===== src/rtl/rxn_pkg.sv =====
package rxn_pkg;
    localparam int unsigned BCD_W   = 4;
    localparam logic [3:0]  BCD_MAX = 4'd9;

    typedef logic [BCD_W-1:0] bcd_t;

    typedef enum logic [1:0] {
        PH_IDLE = 2'd0,
        PH_RUN  = 2'd1,
        PH_HELD = 2'd2
    } phase_t;
endpackage


===== src/rtl/rxn_stop_edge.sv =====
module rxn_stop_edge #(
    parameter int unsigned STAGES = 2
) (
    input  logic clk,
    input  logic rst,
    input  logic btn,
    output logic press
);
    typedef struct packed {
        logic [STAGES-1:0] chain;
        logic              last;
    } sync_st_t;

    sync_st_t st_d, st_q;

    always_comb begin
        st_d          = st_q;
        st_d.chain[0] = btn;
        for (int i = 1; i < int'(STAGES); i++) begin
            st_d.chain[i] = st_q.chain[i-1];
        end
        st_d.last = st_q.chain[STAGES-1];
    end

    always_ff @(posedge clk) begin
        if (rst) st_q <= '0;
        else     st_q <= st_d;
    end

    assign press = st_q.chain[STAGES-1] & ~st_q.last;

    // a held level produces one press only
    a_r7_single_press: assert property (@(posedge clk) disable iff (rst)
        press |=> !press);
endmodule


===== src/rtl/rxn_bcd_chain.sv =====
module rxn_bcd_chain
    import rxn_pkg::*;
#(
    parameter int unsigned DIGITS = 4
) (
    input  logic                    clk,
    input  logic                    rst,
    input  logic                    inc,
    output bcd_t [DIGITS-1:0]       val,
    output logic                    full
);
    bcd_t [DIGITS-1:0] val_d, val_q;
    logic [DIGITS:0]   carry;

    always_comb begin
        val_d    = val_q;
        carry    = '0;
        carry[0] = inc;
        full     = 1'b1;
        for (int i = 0; i < int'(DIGITS); i++) begin
            if (carry[i]) begin
                val_d[i] = (val_q[i] == BCD_MAX) ? '0 : val_q[i] + 4'd1;
            end
            carry[i+1] = carry[i] && (val_q[i] == BCD_MAX);
            full       = full && (val_q[i] == BCD_MAX);
        end
    end

    always_ff @(posedge clk) begin
        if (rst) val_q <= '0;
        else     val_q <= val_d;
    end

    assign val = val_q;

    generate
        for (genvar g = 0; g < int'(DIGITS); g++) begin : g_chk
            // every decade stays a legal BCD code
            a_r4_digit_legal: assert property (@(posedge clk) disable iff (rst)
                val_q[g] <= BCD_MAX);
        end
    endgenerate

    // one step of the lowest decade per enabled cycle
    a_r3_step: assert property (@(posedge clk) disable iff (rst)
        inc |=> (val_q[0] == (($past(val_q[0]) == BCD_MAX) ? 4'd0 : $past(val_q[0]) + 4'd1)));
    // no enable, no change
    a_r3_hold: assert property (@(posedge clk) disable iff (rst)
        !inc |=> $stable(val_q));
endmodule


===== src/rtl/rxn_phase_ctrl.sv =====
module rxn_phase_ctrl
    import rxn_pkg::*;
(
    input  logic clk,
    input  logic rst,
    input  logic start,
    input  logic press,
    input  logic tick,
    input  logic full,
    output logic inc,
    output logic lamp,
    output logic ready
);
    typedef struct packed {
        phase_t phase;
    } ctl_st_t;

    ctl_st_t st_d, st_q;

    always_comb begin
        st_d = st_q;
        inc  = 1'b0;
        unique case (st_q.phase)
            PH_IDLE: if (start) st_d.phase = PH_RUN;
            PH_RUN: begin
                if (press) st_d.phase = PH_HELD;
                else       inc = tick && !full;
            end
            PH_HELD: st_d.phase = PH_HELD;
            default: st_d.phase = PH_IDLE;
        endcase
    end

    always_ff @(posedge clk) begin
        if (rst) st_q <= '{phase: PH_IDLE};
        else     st_q <= st_d;
    end

    assign lamp  = (st_q.phase == PH_RUN);
    assign ready = (st_q.phase == PH_HELD);

    // start while idle lights the lamp next cycle
    a_r2_arm: assert property (@(posedge clk) disable iff (rst)
        (st_q.phase == PH_IDLE && start) |=> lamp);
    // without start the idle phase stays dark
    a_r7_idle_dark: assert property (@(posedge clk) disable iff (rst)
        (st_q.phase == PH_IDLE && !start) |=> (!lamp && !ready));
    // never step past the all-nines value
    a_r5_no_wrap: assert property (@(posedge clk) disable iff (rst)
        inc |-> !full);
    // press while running freezes
    a_r6_stop: assert property (@(posedge clk) disable iff (rst)
        (st_q.phase == PH_RUN && press) |=> (!lamp && ready));
    // frozen phase is left only by reset
    a_r8_sticky: assert property (@(posedge clk) disable iff (rst)
        ready |=> ready);
endmodule


===== src/rtl/rxn_timer_core.sv =====
module rxn_timer_core
    import rxn_pkg::*;
#(
    parameter int unsigned DIGITS      = 4,
    parameter int unsigned SYNC_STAGES = 2,
    localparam int unsigned DW         = DIGITS * BCD_W
) (
    input  logic          clk,
    input  logic          rst,
    input  logic          ms_tick,
    input  logic          start,
    input  logic          stop_btn,
    output logic          lamp,
    output logic [DW-1:0] digits,
    output logic          ready
);
    logic              press;
    logic              inc;
    logic              full;
    bcd_t [DIGITS-1:0] val;

    rxn_stop_edge #(.STAGES(SYNC_STAGES)) u_stop (
        .clk   (clk),
        .rst   (rst),
        .btn   (stop_btn),
        .press (press)
    );

    rxn_phase_ctrl u_ctrl (
        .clk   (clk),
        .rst   (rst),
        .start (start),
        .press (press),
        .tick  (ms_tick),
        .full  (full),
        .inc   (inc),
        .lamp  (lamp),
        .ready (ready)
    );

    rxn_bcd_chain #(.DIGITS(DIGITS)) u_cnt (
        .clk  (clk),
        .rst  (rst),
        .inc  (inc),
        .val  (val),
        .full (full)
    );

    assign digits = val;

    // reset clears everything visible
    a_r1_reset: assert property (@(posedge clk)
        rst |=> (digits == '0 && !lamp && !ready));
    // frozen value does not move
    a_r8_frozen: assert property (@(posedge clk) disable iff (rst)
        ready |=> $stable(digits));
    // flag and lamp are exclusive
    a_r9_exclusive: assert property (@(posedge clk) disable iff (rst)
        !(ready && lamp));
endmodule


===== config.mk =====
export PLATFORM = sky130hd
export DESIGN_NAME = rxn_timer_core
export DESIGN_NICKNAME = d
export VERILOG_FILES = /design/src/rtl/rxn_pkg.sv /design/src/rtl/rxn_stop_edge.sv /design/src/rtl/rxn_bcd_chain.sv /design/src/rtl/rxn_phase_ctrl.sv /design/src/rtl/rxn_timer_core.sv
export SDC_FILE = /design/constraint.sdc
export NUM_CORES = 1
export LEC_CHECK = 0
export BUFFER_PORTS_ARGS = -buffer_cell sky130_fd_sc_hd__buf_2
export CAP_MARGIN = 30
export CORE_MARGIN = 10
export CORE_UTILIZATION = 50
export CTS_BUF_LIST = sky130_fd_sc_hd__clkbuf_4
export DETAILED_ROUTE_END_ITERATION = 16
export GPL_TIMING_DRIVEN = 0
export PLACE_DENSITY = 0.78
export SLEW_MARGIN = 10
export SYNTH_ARGS = -nofsm -noshare
export SYNTH_HDL_FRONTEND = slang
export SYNTH_HIERARCHICAL = 1
export SYNTH_SLANG_ARGS = --single-unit

===== constraint.sdc =====
create_clock -name clk -period 1.95 [get_ports clk]
set_input_delay 0.0975 -clock clk [delete_from_list [all_inputs] [get_ports clk]]
set_output_delay 0.0975 -clock clk [all_outputs]
set_load 0.02 [all_outputs]

==> results.json <==
{
  "core_area_um2": 2002,
  "drc_errors": 0,
  "status": "finished clean",
  "power_density_nw_per_um2": 618.9,
  "num_rows": 16,
  "path_class": "reg2reg",
  "synth_nets": 127,
  "ys_seq_area_frac": 0.3902,
  "period_share": 0.9637,
  "dp_hpwl_um": 1634,
  "htree_levels": 1,
  "crit_path_max_fanout": 5,
  "startpoint_type": "register",
  "clock_path_buffers": 2,
  "design_area_um2": 1316,
  "yosysMostFrequentCell": "dfxtp_1",
  "antenna_found_initial": 0,
  "finalCriticalPeriod_ps": 1879,
  "syn_avg_cell_area_um2": 9.053,
  "start_util": 0.5381,
  "dr_total_vias": 935,
  "path_cells": "and4bb_4, nand4_1, nor3_1, and3b_2, and2_4, buf_6, and4b_1, o21ai_1, a21oi_1",
  "worst_pin_slew_ps": 473.8,
  "synth_enable_flop_cells": 0,
  "ios": 23,
  "worst_setup_path_end_kind": "register",
  "fmax_mhz": 532.2,
  "wire_per_inst_um": 12.71,
  "maxCapViolations": 0,
  "place_inst": 168,
  "gp_congestion": 0.7690,
  "port_buffers": 22,
  "ir_drop_mv": 0.3516,
  "placed_area_um2": 1236,
  "grt_usage": 0.1016,
  "yosysTopAreaCell": "dfxtp_1",
  "fin_cells": 178,
  "crit_arrival_ps": 2060,
  "hold_buffers": 0,
  "ys_ff_latch": 21,
  "synthTopCellsByArea": "dfxtp_1, nor2b_1, xor2_1",
  "synth_top_area_frac": 0.3902,
  "ff2ff_setup_slack_ps": 70,
  "finClkSkew_ps": 5.871,
  "hold_violations": 0,
  "ant_nets": 0,
  "die_w_um": 66.42,
  "slew_violations": 0,
  "die_y_um": 66.42,
  "hp-class": "in2reg",
  "syn-cell-area_um2": 1077,
  "grt_pass1_vias": 888,
  "yosysWarningCount": 6,
  "drive_gt1_frac": 0.3444,
  "clkLatencyLatePin_ps": 300,
  "die_area_um2": 4411,
  "synthDistinctLibCells": 37,
  "synth_cells": 119,
  "async_flop_share": 0,
  "clock-sinks": 21,
  "setup_violations": 0,
  "clk_pin_slew_ps": 120,
  "diodes": 0,
  "filler_cell_count": 178,
  "required_ps": 2130,
  "fin_nets": 160,
  "yosys-top-cells-count": "dfxtp_1, nor2b_1, nand2_1, nor2_1, o21ai_0",
  "rsz0062_at_grt": "yes",
  "slowest_delay_ps": 360,
  "initialDrtViolationCount": 33,
  "grt_overflow_total": 0,
  "grt_max_degree": 13,
  "cts_buffers": 3,
  "power_leakage_nw": 0.5967,
  "grt_first_pass_wirelength_um": 3705,
  "cts_root_buf": "clkbuf_4",
  "dr.pass1.iters": 4,
  "crit_slowest_cell": "dfxtp_4",
  "wirelength_um": 2263,
  "area_growth_pct": 22.18,
  "synthFlopType": "dfxtp_1",
  "cts_tree": "built",
  "drt-vias-per-instance": 5.253,
  "maxSlewHeadroom": 0.6841
}
[per-layer routing]
metal	vias to the layer above	routed length (um)	track usage	part of all wire
li1	474	-	-	-
met1	438	1030	0.1148	0.46
met2	21	1073	0.1770	0.47
met3	2	149	0.03559	0.066
met4	0	9	0.02356	0.0040
met5	-	0	0	0
[area by class of cell]
cell class,count,area [um2],area share
plain buffers,4,30.03,0.02281
clock buffers,3,22.52,0.01711
clock inverters,1,5.005,0.003802
inverters,4,15.01,0.01141
multi-input cells,90,624.3,0.4743
flip-flops and latches,21,432.9,0.3289
well taps,27,33.78,0.02567
repair buffers,28,152.6,0.1160
[repair_timing]
| action | CTS | global route |
|---|---|---|
| pin swaps | 1 | 3 |
| buffers inserted | 3 | 2 |
| endpoints found under the setup margin | 9 | 5 |
| gates cloned | 0 | 1 |
| resized for setup | 1 | 3 |
[worst max-delay path, delay by kind of cell, from the launching register on]
kind / cells / cell delay (ps)
simple gates: 6 / 1090
buf+inv: 1 / 120
compound gates: 2 / 180
flops: 1 / 360
[logic make-up (layout without fill, tap and decap cells)]
family,after synthesis,after routing,synth area share
XOR/XNOR,8,8,0.06504
multiplexers,1,1,0.009292
adder cells (fa/ha/maj),3,3,0.03485
buffers and inverters,8,40,0.03833
flip-flops,21,21,0.3902
AO/OA/AOI/OAI,18,18,0.09176
AND/OR/NAND/NOR,60,60,0.3705
[final timing paths]
| kind | to | cells past startpoint | from |
|---|---|---|---|
| max | u_cnt/val[7] | 9 | u_cnt/val[6] |
| min reg2reg | u_stop/st_d[0] | 1 | u_stop/st_d[2] |
| max reg2reg | u_cnt/val[7] | 9 | u_cnt/val[6] |
| min | u_stop/st_d[2] | 2 | stop_btn |
[stage by stage]
| stage | hold WS [ps] | util | setup WS, ps | setup TNS (ps) | power [W] |
|---|---|---|---|---|---|
| after floorplan | 167.0 | - | -20.28 | -20.28 | 0.0005700 |
| after global placement | 312.7 | 0.6175 | -76.64 | -101.4 | 0.0005959 |
| after detailed placement | 320.3 | 0.6175 | -88.34 | -140.2 | 0.0006013 |
| after CTS | 3.788 | 0.6438 | 14.37 | 0 | 0.0008076 |
| after global routing | -4.631 | 0.6575 | -17.01 | -17.01 | 0.0008663 |
| final | 7.591 | 0.6575 | 70.85 | 0 | 0.0008146 |
[flip-flops by register name, indices dropped and copies added (netlist names)]
register	flops
u_cnt/val	16
u_ctrl/st_q	2
u_stop/st_d	2
u_stop/st_q	1
[cell usage in the layout, fill, tap and decap left out, drive strengths merged]
cell     instances
buf             30
dfxtp           21
nor2b           12
nand2            9
nor2             9
o21ai            9
a21oi            8
xor2             7
clkbuf           5
or3              4
inv              4
nor3b            4
nand4            3
nand3            3
nand2b           3
ha               3
nor3             2
and4b            2
and4bb           2
nand4b           2
clkinv           1
nand4bb          1
and2             1
and2b            1
xnor2            1
a31oi            1
or3b             1
and3b            1
mux2i            1
[power breakdown]
group | internal, W | switching (W) | total, W
Sequential | 0.000443 | 0.0000117 | 0.000455
Clock | 0.0000763 | 0.000126 | 0.000202
Combinational | 0.0000744 | 0.0000830 | 0.000157
Total | 0.000594 | 0.000221 | 0.000815
No activity file was read; power rests on OpenSTA's default activity.
